[config.mk]
export PLATFORM = sky130hd
export DESIGN_NAME = l1_flush_ctrl
export DESIGN_NICKNAME = d
export VERILOG_FILES = /design/src/rtl/l1fc_pkg.sv /design/src/rtl/l1fc_timer.sv /design/src/rtl/l1fc_status.sv /design/src/rtl/l1fc_walker.sv /design/src/rtl/l1_flush_ctrl.sv
export SDC_FILE = /design/constraint.sdc
export NUM_CORES = 1
export LEC_CHECK = 0
export BUFFER_PORTS_ARGS = -buffer_cell sky130_fd_sc_hd__buf_2
export CORE_AREA = 2 2 229 231
export CTS_CLUSTER_DIAMETER = 80
export DETAILED_ROUTE_END_ITERATION = 6
export DIE_AREA = 0 0 231 233
export GPL_TIMING_DRIVEN = 0
export HOLD_SLACK_MARGIN = 0.02
export SETUP_SLACK_MARGIN = 0.1
export SYNTH_ARGS = -nofsm -noshare
export SYNTH_HDL_FRONTEND = slang
export SYNTH_SLANG_ARGS = --single-unit
[constraint.sdc]
create_clock -name clk -period 3.35 [get_ports clk]
set_input_delay 0.1675 -clock clk [delete_from_list [all_inputs] [get_ports clk]]
set_output_delay 0.1675 -clock clk [all_outputs]
set_load 0.05 [all_outputs]
[src/rtl/l1fc_pkg.sv]
package l1fc_pkg;
    parameter int unsigned DEF_LINES     = 16;
    parameter int unsigned DEF_LINE_BITS = 256;
    parameter int unsigned DEF_PERIOD_W  = 24;

    typedef enum logic [1:0] {
        WALK_IDLE = 2'd0,
        WALK_SCAN = 2'd1,
        WALK_WAIT = 2'd2
    } walk_state_e;
endpackage

[src/rtl/l1fc_timer.sv]
module l1fc_timer #(
    parameter int unsigned PERIOD_W = 24
) (
    input  logic                clk,
    input  logic                rst,
    input  logic                en,
    input  logic [PERIOD_W-1:0] period,
    output logic                trig
);
    logic [PERIOD_W-1:0] cnt;

    // Fires on the P-th enabled edge; compare with >= so a shortened period takes effect at once.
    assign trig = en && (period != '0) && (cnt >= period - PERIOD_W'(1));

    always_ff @(posedge clk) begin
        if (rst || !en) begin
            cnt <= '0;
        end else if (trig) begin
            cnt <= '0;
        end else begin
            cnt <= cnt + PERIOD_W'(1);
        end
    end
endmodule

[src/rtl/l1fc_status.sv]
module l1fc_status #(
    parameter int unsigned NUM_LINES = 16,
    localparam int unsigned IDX_W = $clog2(NUM_LINES)
) (
    input  logic                 clk,
    input  logic                 rst,
    input  logic                 cpu_ok,
    input  logic                 fill_vld,
    input  logic [IDX_W-1:0]     fill_idx,
    input  logic                 store_vld,
    input  logic [IDX_W-1:0]     store_idx,
    input  logic                 clr_all,
    input  logic                 clr_one,
    input  logic [IDX_W-1:0]     clr_idx,
    output logic [NUM_LINES-1:0] valid,
    output logic [NUM_LINES-1:0] dirty
);
    always_ff @(posedge clk) begin
        if (rst || clr_all) begin
            valid <= '0;
            dirty <= '0;
        end else begin
            if (cpu_ok && fill_vld) begin
                valid[fill_idx] <= 1'b1;
                dirty[fill_idx] <= 1'b0;
            end
            if (cpu_ok && store_vld && valid[store_idx]) begin
                dirty[store_idx] <= 1'b1;
            end
            if (clr_one) begin
                valid[clr_idx] <= 1'b0;
                dirty[clr_idx] <= 1'b0;
            end
        end
    end
endmodule

[src/rtl/l1fc_walker.sv]
module l1fc_walker
    import l1fc_pkg::*;
#(
    parameter int unsigned NUM_LINES = 16,
    parameter int unsigned LINE_BITS = 256,
    localparam int unsigned IDX_W = $clog2(NUM_LINES)
) (
    input  logic                 clk,
    input  logic                 rst,
    input  logic                 trig,
    input  logic [NUM_LINES-1:0] valid,
    input  logic [NUM_LINES-1:0] dirty,
    input  logic [LINE_BITS-1:0] line_data,
    input  logic                 wb_ack,
    output logic [IDX_W-1:0]     idx,
    output logic                 busy,
    output logic                 wb_req,
    output logic [IDX_W-1:0]     wb_idx,
    output logic [LINE_BITS-1:0] wb_data,
    output logic                 clr_one
);
    walk_state_e state;
    logic        pend;
    logic        last;

    assign last    = (idx == IDX_W'(NUM_LINES - 1));
    assign busy    = (state != WALK_IDLE);
    assign clr_one = ((state == WALK_SCAN) && valid[idx] && !dirty[idx]) ||
                     ((state == WALK_WAIT) && wb_ack);

    // A trigger seen mid-walk is remembered and served from idle.
    always_ff @(posedge clk) begin
        if (rst || state == WALK_IDLE) begin
            pend <= 1'b0;
        end else if (trig) begin
            pend <= 1'b1;
        end
    end

    always_ff @(posedge clk) begin
        if (rst) begin
            state   <= WALK_IDLE;
            idx     <= '0;
            wb_req  <= 1'b0;
            wb_idx  <= '0;
            wb_data <= '0;
        end else begin
            case (state)
                WALK_IDLE: begin
                    if (trig || pend) begin
                        state <= WALK_SCAN;
                        idx   <= '0;
                    end
                end
                WALK_SCAN: begin
                    if (valid[idx] && dirty[idx]) begin
                        wb_req  <= 1'b1;
                        wb_idx  <= idx;
                        wb_data <= line_data;
                        state   <= WALK_WAIT;
                    end else if (last) begin
                        state <= WALK_IDLE;
                    end else begin
                        idx <= idx + IDX_W'(1);
                    end
                end
                WALK_WAIT: begin
                    if (wb_ack) begin
                        wb_req <= 1'b0;
                        if (last) begin
                            state <= WALK_IDLE;
                        end else begin
                            idx   <= idx + IDX_W'(1);
                            state <= WALK_SCAN;
                        end
                    end
                end
                default: state <= WALK_IDLE;
            endcase
        end
    end
endmodule

[src/rtl/l1_flush_ctrl.sv]
module l1_flush_ctrl
    import l1fc_pkg::*;
#(
    parameter int unsigned NUM_LINES = DEF_LINES,
    parameter int unsigned LINE_BITS = DEF_LINE_BITS,
    parameter int unsigned PERIOD_W  = DEF_PERIOD_W,
    parameter bit          ICACHE    = 1'b0,
    localparam int unsigned IDX_W = $clog2(NUM_LINES)
) (
    input  logic                 clk,
    input  logic                 rst,
    input  logic                 flush_en,
    input  logic [PERIOD_W-1:0]  period,
    input  logic                 fill_vld,
    input  logic [IDX_W-1:0]     fill_idx,
    input  logic                 store_vld,
    input  logic [IDX_W-1:0]     store_idx,
    output logic [IDX_W-1:0]     line_idx,
    input  logic [LINE_BITS-1:0] line_data,
    output logic                 wb_req,
    output logic [IDX_W-1:0]     wb_idx,
    output logic [LINE_BITS-1:0] wb_data,
    input  logic                 wb_ack,
    output logic                 busy,
    output logic [NUM_LINES-1:0] valid_bits,
    output logic [NUM_LINES-1:0] dirty_bits
);
    logic             trig;
    logic             clr_all;
    logic             clr_one;
    logic [IDX_W-1:0] walk_idx;

    l1fc_timer #(.PERIOD_W(PERIOD_W)) u_timer (
        .clk(clk), .rst(rst), .en(flush_en), .period(period), .trig(trig)
    );

    l1fc_status #(.NUM_LINES(NUM_LINES)) u_status (
        .clk(clk), .rst(rst), .cpu_ok(!busy),
        .fill_vld(fill_vld), .fill_idx(fill_idx),
        .store_vld(store_vld), .store_idx(store_idx),
        .clr_all(clr_all), .clr_one(clr_one), .clr_idx(walk_idx),
        .valid(valid_bits), .dirty(dirty_bits)
    );

    generate
        if (ICACHE) begin : g_icache
            // Read-only cache: nothing to write back, drop every line at once.
            assign clr_all  = trig;
            assign clr_one  = 1'b0;
            assign walk_idx = '0;
            assign busy     = 1'b0;
            assign wb_req   = 1'b0;
            assign wb_idx   = '0;
            assign wb_data  = '0;
        end else begin : g_dcache
            assign clr_all = 1'b0;
            l1fc_walker #(.NUM_LINES(NUM_LINES), .LINE_BITS(LINE_BITS)) u_walker (
                .clk(clk), .rst(rst), .trig(trig),
                .valid(valid_bits), .dirty(dirty_bits),
                .line_data(line_data), .wb_ack(wb_ack),
                .idx(walk_idx), .busy(busy),
                .wb_req(wb_req), .wb_idx(wb_idx), .wb_data(wb_data),
                .clr_one(clr_one)
            );
        end
    endgenerate

    assign line_idx = walk_idx;
endmodule

==> metrics.txt <==
largest cells by area after synthesis dfxtp_1 (50%), nand2_1 (16%), a21oi_1 (11%); area occupied by multi-input gates 6120 µm²; DRC 0; Worst VDD drop 0.265 mV; Max Cap Viol 0; main flop type after synthesis dfxtp_1; Async SR Flop Fraction 0%; top cell type's share of synthesized area 49.6%; CTS tree done; CP startpoint period[4]; root buffer cell clkbuf_16; GP Congestion 0.945; Worst Setup EP g_dcache.u_walker.idx[2]; violation count after the first detailed-route iteration 806; initial core utilization 25.6%; setup slack, reg-to-reg 0.33 ns; Final Cycle Share 97.4%; final-report setup violation count 0; status finished, final reports clean; TNS Setup 0 ns; Yosys warning total 0; Gate Count Post-Synth 1608; post-route cell area 21100 µm²; PnR worst setup slack 0.0867 ns; DP HPWL 41100 µm; Rel. slew slack 16.8%; synthesized area per cell 8.13 µm²; H-tree lvl count 2; Clk Latency, worst-skew pair 0.55 ns; worst hold stages 4; full die area 53800 µm²; final clock skew 0.0170 ns; Core Rows 83; actual slew at the worst max-slew pin 1.24 ns; Die Y 233 µm; Setup WS pre-CTS -0.572 ns; Reg area 6490 µm²; HP Class in -> reg; core area 51100 µm²; largest net degree at the start of global routing 14; largest area contributor in the netlist dfxtp_1; Overall Power 0.00908 W; clk slew on worst S/H paths 0.06 ns; Area after DPL 16900 µm²; vias per inst 4.65; Total GRT Usage 19.6%; Worst Setup Start Kind input port; grt ovf 0; antenna violations before repair 5; NumNets Final 2834; Total Wirelength 55800 µm; post-synthesis sequential area ratio 49.6%; crit path DAT 3.71 ns; minimum clock period 3.26 ns; Die W 231 µm; final hold violation count 0; Yosys reg bits 324; vias 14967; Mapped Area 13100 µm²; Post-synth EDFFs 0; drt wl/cell 17.3 µm; PD cells 430 nW/µm²; area grow syn2layout 61.4%; worst r2r src g_dcache.u_walker.idx[1]; leakage power 9.06 nW; TritonCTS Sinks 324; worst-path fanout max 5; fillers 5069; Max Clk Rate 0.306 GHz; Ports 592; Final ANT Viol Nets 0; Synth Net Count 1936; Distinct cells, synth 55; I/O Buffers 589; critical path class in -> reg; R2R depth 9; CP Data Required Time 3.79 ns; worst reg2reg path endpoint g_dcache.u_walker.wb_data[139]; RSZ-0062 raised after global routing true; CTS Buf Count 40; layout cells sized above 1 29.9%; vias in the first global route 14940; Slew Limit Fails 0; Longest Clk Path Bufs 3; global-route wire length before repair 82000 µm; Setup crit end kind register; drt first pass iters 5
[timing repair]
action                                  4_1_cts  5_1_grt
hold endpoints to repair                    264        0
pin swaps                                     2       20
hold buffers                                259        0
endpoints found under the setup margin       23      117
resized for setup                             5       36
setup buffers                                 1        7
cloned                                        0        0
[how the worst min path moves through the flow]
stage,start,to
6_report,store_idx[2],u_status.dirty[10]
3_3_place_gp,line_data[177],g_dcache.u_walker.wb_data[177]
3_5_place_dp,line_data[192],g_dcache.u_walker.wb_data[192]
4_1_cts,store_idx[2],u_status.dirty[10]
2_1_floorplan,line_data[0],g_dcache.u_walker.wb_data[0]
5_1_grt,store_idx[2],u_status.dirty[9]
[layout make-up]
class,count,area share (%)
plain buffers,104,2.78
clock buffers,57,5.58
well taps,680,4.03
inverters,17,0.302
repair buffers,856,26.6
clock inverters,15,0.972
flip-flops and latches,324,30.7
multi-input cells,1163,29.0
diodes,2,0.0237
[kinds of logic (layout without fill, tap and decap cells)]
family | count (synthesis) | count (layout) | synth area share (%)
xor+xnor | 43 | 43 | 2.88
compound gates | 327 | 327 | 13.5
mux | 18 | 18 | 2.68
buf+inv | 121 | 1049 | 4.88
simple gates | 741 | 741 | 23.2
fa+ha+maj | 34 | 34 | 3.25
other cells | 0 | 2 | 0
flops | 324 | 324 | 49.6
[power by group]
group | switching (W) | total (W) | internal, W
logic | 0.000315 | 0.000711 | 0.000395
registers | 0.00000826 | 0.00387 | 0.00386
clock network | 0.00173 | 0.00450 | 0.00277
total | 0.00206 | 0.00908 | 0.00702
[flip-flops by register name, summed over array words and instances (netlist names)]
signal and flops:
g_dcache.u_walker.wb_req 1, g_dcache.u_walker.idx 4, u_status.valid 16, u_status.dirty 16
g_dcache.u_walker.wb_idx 4, u_timer.cnt 24, g_dcache.u_walker.pend 1, g_dcache.u_walker.state 2
g_dcache.u_walker.wb_data 256
[metrics by stage]
stage / hold WS (ns) / utilization (%) / std cells
2_1_floorplan: 0.303 / - / 1608
3_3_place_gp: 0.409 / 33.1 / 2877
3_5_place_dp: 0.415 / 33.1 / 2877
4_1_cts: 0.0907 / 41.0 / 3209
5_1_grt: 0.140 / 41.3 / 3218
6_report: 0.131 / 41.3 / 3218
[metal layers]
layer / GRT usage, % / routed length (µm)
met2: 35.4 / 27800
met3: 4.68 / 3970
met1: 20.7 / 20900
met5: 0 / 29
met4: 11.3 / 3150
[synthesized netlist by cell type (2+ instances only)]
library cell / instances
nand2_1: 566
dfxtp_1: 324
a21oi_1: 282
nor2_1: 59
clkbuf_1: 48
nor3_1: 45
ha_1: 34
buf_2: 30
xor2_1: 22
xnor2_1: 21
nand3_1: 19
inv_1: 17
buf_6: 15
a22oi_1: 12
mux4_2: 11
buf_4: 9
nand4_1: 9
and3_1: 7
nor4_1: 6
mux2i_1: 5
nor2b_1: 5
a21o_1: 4
a32oi_1: 4
and4_1: 4
or3_1: 4
a31oi_1: 3
and2_1: 3
nand2b_1: 3
o21ai_0: 3
a221o_1: 2
a221oi_1: 2
buf_1: 2
mux4_1: 2
nor4b_1: 2
o311ai_0: 2
o32ai_1: 2
o41ai_1: 2
[layout by cell type (no fill, tap or decap), drive strengths merged, types with 5 or more instances in the layout]
master         n
clkbuf       103
clkinv         7
nor4           7
nor2          59
dlygate4sd3  259
mux2i          5
nand3         20
xor2          22
nand2        567
buf          655
nor3          45
a22oi         12
and3           7
nor2b          5
inv           19
xnor2         21
dfxtp        324
ha            34
a21oi        282
nand4          9
mux4          13
[worst max-delay path, cell delays in order]
cell and delay (ns):
buf_8 0.10, nor3_4 0.18, and3_4 0.22, nand2b_4 0.05, or3_4 0.42, nor3b_4 0.23
buf_6 0.15, nand2_4 0.05, xor2_2 0.19, ha_1 0.31, and3_4 0.18, a221o_1 0.33
a21oi_2 0.18, nor2_4 0.08, nor4_4 0.31, buf_4 0.20, a2111oi_4 0.04, o32ai_1 0.32
Note: power is estimated with default switching activity, not from simulation.
